[src/rtl/swreg_serial_master.sv]
`timescale 1ns/1ps
module swreg_serial_master #(
  parameter int DIV_W   = 16,
  parameter int RETRY_W = 8
) (
  input  logic               clk,
  input  logic               rst_n,
  input  logic [DIV_W-1:0]   half_div,
  input  logic [RETRY_W-1:0] ack_limit,
  input  logic               req_valid,
  input  logic               req_read,
  input  logic [15:0]        req_addr,
  input  logic [15:0]        req_wdata,
  output logic               busy,
  output logic               done,
  output logic               err,
  output logic [15:0]        rdata,
  output logic               sck_out,
  output logic               sck_oe,
  output logic               sda_out,
  output logic               sda_oe,
  input  logic               sda_in
);

  localparam logic [DIV_W-1:0]   ONE_D = 1;
  localparam logic [RETRY_W-1:0] ONE_R = 1;

  typedef enum logic [1:0] {IDLE = 2'd0, START = 2'd1, BITS = 2'd2, STOP = 2'd3} st_t;

  st_t               st;
  logic [DIV_W-1:0]  div_cnt;
  logic [2:0]        step;
  logic [1:0]        ph;
  logic [3:0]        fi;
  logic [2:0]        bi;
  logic [RETRY_W-1:0] tries;
  logic              rd_q, smp;
  logic [15:0]       addr_q, wdat_q;
  logic [7:0]        fbyte;
  logic              n_sck, n_sck_oe, n_sda, n_sda_oe;

  wire [DIV_W-1:0]   hd      = (half_div == '0) ? ONE_D : half_div;
  wire [RETRY_W-1:0] lim     = (ack_limit == '0) ? ONE_R : ack_limit;
  wire               tick    = (div_cnt == '0);
  wire               is_ack  = fi[0] && (!rd_q || fi < 4'd6);
  wire               is_rdat = rd_q && (fi == 4'd6 || fi == 4'd8);
  wire               rx      = is_ack || is_rdat;

  assign busy = (st != IDLE);

  always_comb begin
    case (fi)
      4'd0:    fbyte = {4'b1011, 3'b100, rd_q};
      4'd2:    fbyte = addr_q[7:0];
      4'd4:    fbyte = addr_q[15:8];
      4'd6:    fbyte = wdat_q[7:0];
      4'd8:    fbyte = wdat_q[15:8];
      4'd9:    fbyte = 8'h01;
      default: fbyte = 8'h00;
    endcase
  end

  always_comb begin
    n_sck_oe = 1'b1;
    n_sda_oe = 1'b1;
    n_sck    = 1'b0;
    n_sda    = 1'b1;
    unique case (st)
      IDLE: begin
        n_sck_oe = 1'b0;
        n_sda_oe = 1'b0;
        n_sck    = 1'b1;
      end
      START: begin
        n_sck = (step == 3'd1) || (step == 3'd3) || (step == 3'd4);
        n_sda = !((step == 3'd4) || (step == 3'd5));
      end
      BITS: begin
        n_sck    = (ph == 2'd1);
        n_sda_oe = !rx;
        n_sda    = fbyte[bi];
      end
      STOP: begin
        n_sck = (step == 3'd1) || (step == 3'd2) || (step == 3'd4) || (step == 3'd6);
        n_sda = (step >= 3'd2);
      end
    endcase
  end

  always_ff @(posedge clk or negedge rst_n) begin
    if (!rst_n) begin
      sck_out <= 1'b1;
      sck_oe  <= 1'b0;
      sda_out <= 1'b1;
      sda_oe  <= 1'b0;
    end else begin
      sck_out <= n_sck;
      sck_oe  <= n_sck_oe;
      sda_out <= n_sda;
      sda_oe  <= n_sda_oe;
    end
  end

  always_ff @(posedge clk or negedge rst_n) begin
    if (!rst_n) begin
      st      <= IDLE;
      div_cnt <= '0;
      step    <= 3'd0;
      ph      <= 2'd0;
      fi      <= 4'd0;
      bi      <= 3'd0;
      tries   <= '0;
      rd_q    <= 1'b0;
      smp     <= 1'b0;
      addr_q  <= 16'h0;
      wdat_q  <= 16'h0;
      done    <= 1'b0;
      err     <= 1'b0;
      rdata   <= 16'h0;
    end else begin
      done <= 1'b0;
      if (st == IDLE) begin
        if (req_valid) begin
          st      <= START;
          step    <= 3'd0;
          div_cnt <= hd - ONE_D;
          rd_q    <= req_read;
          addr_q  <= req_addr;
          wdat_q  <= req_wdata;
          err     <= 1'b0;
        end
      end else if (!tick) begin
        div_cnt <= div_cnt - ONE_D;
      end else begin
        div_cnt <= hd - ONE_D;
        case (st)
          START:
            if (step == 3'd6) begin
              st    <= BITS;
              fi    <= 4'd0;
              bi    <= 3'd7;
              ph    <= 2'd0;
              tries <= ONE_R;
            end else begin
              step <= step + 3'd1;
            end
          BITS:
            if (ph != 2'd2) begin
              ph <= ph + 2'd1;
              if (ph == 2'd1 && rx) begin
                smp <= sda_in;
                if (is_rdat) rdata[{fi[3], bi}] <= sda_in;
              end
            end else begin
              ph <= 2'd0;
              if (is_ack && smp && tries < lim) begin
                tries <= tries + ONE_R;
              end else if (bi != 3'd0) begin
                bi <= bi - 3'd1;
              end else begin
                if (is_ack && smp) err <= 1'b1;
                tries <= ONE_R;
                if (fi == 4'd9) begin
                  st   <= STOP;
                  step <= 3'd0;
                end else begin
                  fi <= fi + 4'd1;
                  bi <= fi[0] ? 3'd7 : 3'd0;
                end
              end
            end
          STOP:
            if (step == 3'd6) begin
              st   <= IDLE;
              done <= 1'b1;
            end else begin
              step <= step + 3'd1;
            end
          default: st <= IDLE;
        endcase
      end
    end
  end

endmodule

[config.mk]
export PLATFORM = sky130hd
export DESIGN_NAME = swreg_serial_master
export DESIGN_NICKNAME = d
export VERILOG_FILES = /design/src/rtl/swreg_serial_master.sv
export SDC_FILE = /design/constraint.sdc
export NUM_CORES = 1
export LEC_CHECK = 0
export ABC_AREA = 1
export BUFFER_PORTS_ARGS = -buffer_cell sky130_fd_sc_hd__buf_2
export CORE_ASPECT_RATIO = 1.2
export CORE_MARGIN = 2
export CORE_UTILIZATION = 62
export DETAILED_ROUTE_END_ITERATION = 6
export PLACE_DENSITY = 0.82
export SYNTH_ARGS = -nofsm -noshare
export SYNTH_HDL_FRONTEND = slang
export SYNTH_SLANG_ARGS = --single-unit
[constraint.sdc]
create_clock -name clk -period 5.89 [get_ports clk]
set_input_delay 0.2945 -clock clk [delete_from_list [all_inputs] [get_ports clk]]
set_output_delay 0.2945 -clock clk [all_outputs]
set_load 0.01 [all_outputs]
==> run_results.csv <==
group,metric,value,unit
sta,clock_skew,0.0126,ns
routing,dr.pass1.iters,5,
finish,nFillCells,759,
finish,area_growth,12.5,%
logic_synthesis,ys_seq_area_share,41.4,%
logic_synthesis,synth_flop_cell,"dfrtp_1",
flow_run,maxCapViolations,0,
routing,ant_nets,0,
worst_setup_path,cp_data_required_time,6.17,ns
worst_setup_path,crit_path_start_kind,"flip-flop",
grt,grt_use_met3,3.39,%
worst_setup_path,cp_max_fo,12,
clocking,clk_pin_slew,0.09,ns
clocking,clkLatencyLatePin,0.39,ns
clocking,numCtsBuffers,9,
logic_synthesis,syn_area_per_cell,7.50,µm²
floorplan,die_w,91.5,µm
clocking,cts_sinks,94,
logic_synthesis,yosysTopAreaCell,"dfrtp_1",
worst_setup_path,worstPathArrival,3.04,ns
worst_hold_path,holdCritPathClass,"in2reg",
routing,vias,5215,
logic_synthesis,netlist_instances,759,
floorplan,rows,38,
grt,gr-total-overflow,0,
logic_synthesis,synth.most_common_cell,"nand2_1",
placed_design,dp_slack,3.16,ns
sta,rsz0062_at_grt,"no",
grt,globalRouteMet1Util,33.2,%
logic_synthesis,ys_warn_count,0,
clocking,cts-root-buf,"clkbuf_8",
routing,drtIter0Drc,316,
grt,grt_antenna_before_repair,0,
sta,fin_crit_sh,47.0,%
finish,layout.nets,931,
sta,final.setup.tns,0,ns
outcome,status,"completed",
sta,finalHoldWorstSlack,0.0923,ns
logic_synthesis,synth_edf_count,0,
clocking,cts_max_level,3,
pwr,powerDensity,345,nW/µm²
logic_synthesis,async_flop_share,100,%
floorplan,ioPinCount,84,
sta,maxSlewViolCount,0,
floorplan,initial_core_util,63.4,%
grt,grtUsageMet2,48.3,%
floorplan,core_area,8990,µm²
worst_setup_path,end_kind,"flip-flop",
routing,vias_per_cell,5.39,
routing,wl_per_cell,13.3,µm
clocking,cts_tree,"done",
worst_setup_path,worst-setup-path-type,"reg2reg",
routing,totalWireLength,12900,µm
grt,grt_pass1_vias,5017,
clocking,postCtsResizedCells,0,
logic_synthesis,yosysUniqueCellTypes,45,
logic_synthesis,synth_area,5690,µm²
sta,relSlewSlack,29.5,%
placed_design,port_buffers,83,
logic_synthesis,synth_common_cells,"243 x nand2_1, 92 x dfrtp_1, 72 x inv_1, 72 x nor2_1, 58 x nand3_1",
grt,grt_pass1_wl,21700,µm
floorplan,die_y,109,µm
logic_synthesis,postSynthNetCount,848,
clocking,cts_setup_buffers,0,
clocking,hold_buffers,1,
sta,post-route-min-period,2.77,ns
sta,fin_ws,3.12,ns
clocking,cts_buffer_depth,2,
placed_design,gp_congestion,0.929,
grt,grt_max_degree,71,
sta,fmax,0.362,GHz
logic_synthesis,synth_top_area_share,40.4,%
sta,hold_violations,0,
grt,grt_busiest_layer,"met2",
logic_synthesis,ys_ff_latch,94,
pwr,p_leak,3.19,nW
logic_synthesis,synthTopCellsByArea,"dfrtp_1 40%, nand2_1 16%, ha_1 6.2%",
finish,antennaDiodeCount,0,
grt,grt_usage,27.0,%
pwr,irDropWorstVdd,0.216,mV
finish,drive_above_1_share,16.5,%
routing,drc,0,
sta,setup_viol,0,
sta,tightest_slew,1.06,ns
placed_design,dpl.hpwl,9640,µm
floorplan,dieArea,9970,µm²
## routing by layer
| layer | up-vias | part of all wire [%] |
|---|---|---|
| met2 | 124 | 50 |
| li1 | 2617 | - |
| met3 | 20 | 3.9 |
| met4 | 0 | 2.0 |
| met1 | 2454 | 44 |
| met5 | - | 0 |
## metrics by stage
stage                     power [mW]  util [%]  cells  cell area, µm²
final                           2.21      71.3    967            6410
after global routing            2.37      71.3    967            6410
after CTS                       2.22      71.3    967            6410
after detailed placement        1.80      69.1    950            6210
after global placement          1.75      69.1    950            6210
after floorplan                 1.57         -    759            5690
## final timing paths
kind,cells past startpoint,slack (ns),to,from
worst max register to register,14,3.12,div_cnt[13],div_cnt[0]
min in group asynchronous,2,0.35,div_cnt[15],rst_n
worst min register to register,1,0.47,div_cnt[0],div_cnt[0]
worst max-delay path,14,3.12,div_cnt[13],div_cnt[0]
max in group asynchronous,3,4.40,wdat_q[9],rst_n
worst min-delay path,3,0.09,wdat_q[2],req_wdata[2]
## critical path: stages (launching register included)
cell and delay, ns:
dfrtp_1 0.36, inv_1 0.07, ha_1 0.24, bufinv_8 0.20
nor2_4 0.04, nand2_4 0.08, nor2_2 0.05, nand2_1 0.16
inv_2 0.04, nor2_1 0.66, inv_2 0.15, nand2_1 0.33
inv_2 0.09, nand3_1 0.12, nand2_1 0.07
## sequential cells by signal (all words and copies together), names as in the netlist, 2 cells and up
name     cells
addr_q      16
bi           3
div_cnt     16
fi           4
ph           2
rdata       16
st           2
step         3
tries        8
wdat_q      16
## cell usage in the layout (no fill, tap or decap), types with 2 or more instances in the layout
| cell type | synthesis | routed |
|---|---|---|
| nand2_1 | 243 | 243 |
| dfrtp_1 | 92 | 92 |
| buf_2 | 1 | 82 |
| inv_1 | 72 | 72 |
| nor2_1 | 72 | 72 |
| nand3_1 | 58 | 58 |
| o21ai_1 | 28 | 28 |
| ha_1 | 28 | 28 |
| a21oi_1 | 19 | 19 |
| o21ai_0 | 16 | 16 |
| xor2_1 | 15 | 15 |
| inv_2 | 11 | 11 |
| nor3_1 | 10 | 10 |
| xnor2_1 | 10 | 10 |
| clkbuf_8 | 0 | 10 |
| nand4_1 | 9 | 9 |
| o211ai_1 | 8 | 8 |
| nand2_2 | 7 | 7 |
| o221ai_1 | 6 | 6 |
| nor2_2 | 5 | 5 |
| a221oi_1 | 4 | 4 |
| a22oi_1 | 4 | 4 |
| nor4_1 | 3 | 3 |
| nor2_4 | 3 | 3 |
| buf_4 | 1 | 3 |
| and3_1 | 2 | 2 |
| nor3_4 | 2 | 2 |
| clkinv_1 | 2 | 2 |
| clkinv_4 | 0 | 2 |
| inv_6 | 0 | 2 |
| dfstp_2 | 2 | 2 |
## cells by family after synthesis
kind of cell / Yosys count / share of synthesized area [%]
compound gates: 92 / 9.71
xor+xnor: 25 / 3.85
fa+ha+maj: 28 / 6.15
buf+inv: 101 / 7.14
flops: 94 / 41.4
simple gates: 419 / 31.8
## cell type report
type | count | area, µm² | share of cell area (%)
multi-input cells | 564 | 2930 | 45.8
well taps | 120 | 150 | 2.34
clock buffers | 11 | 141 | 2.21
clock inverters | 5 | 42.5 | 0.664
repair buffers | 86 | 443 | 6.91
inverters | 87 | 342 | 5.33
flip-flops and latches | 94 | 2350 | 36.8
## power breakdown
group | total, mW | internal (mW) | switching, mW
sequential | 0.984 | 0.843 | 0.140
combinational | 0.814 | 0.286 | 0.527
clock | 0.414 | 0.170 | 0.244
total | 2.21 | 1.30 | 0.912
Power figures use the tool's default switching activity.
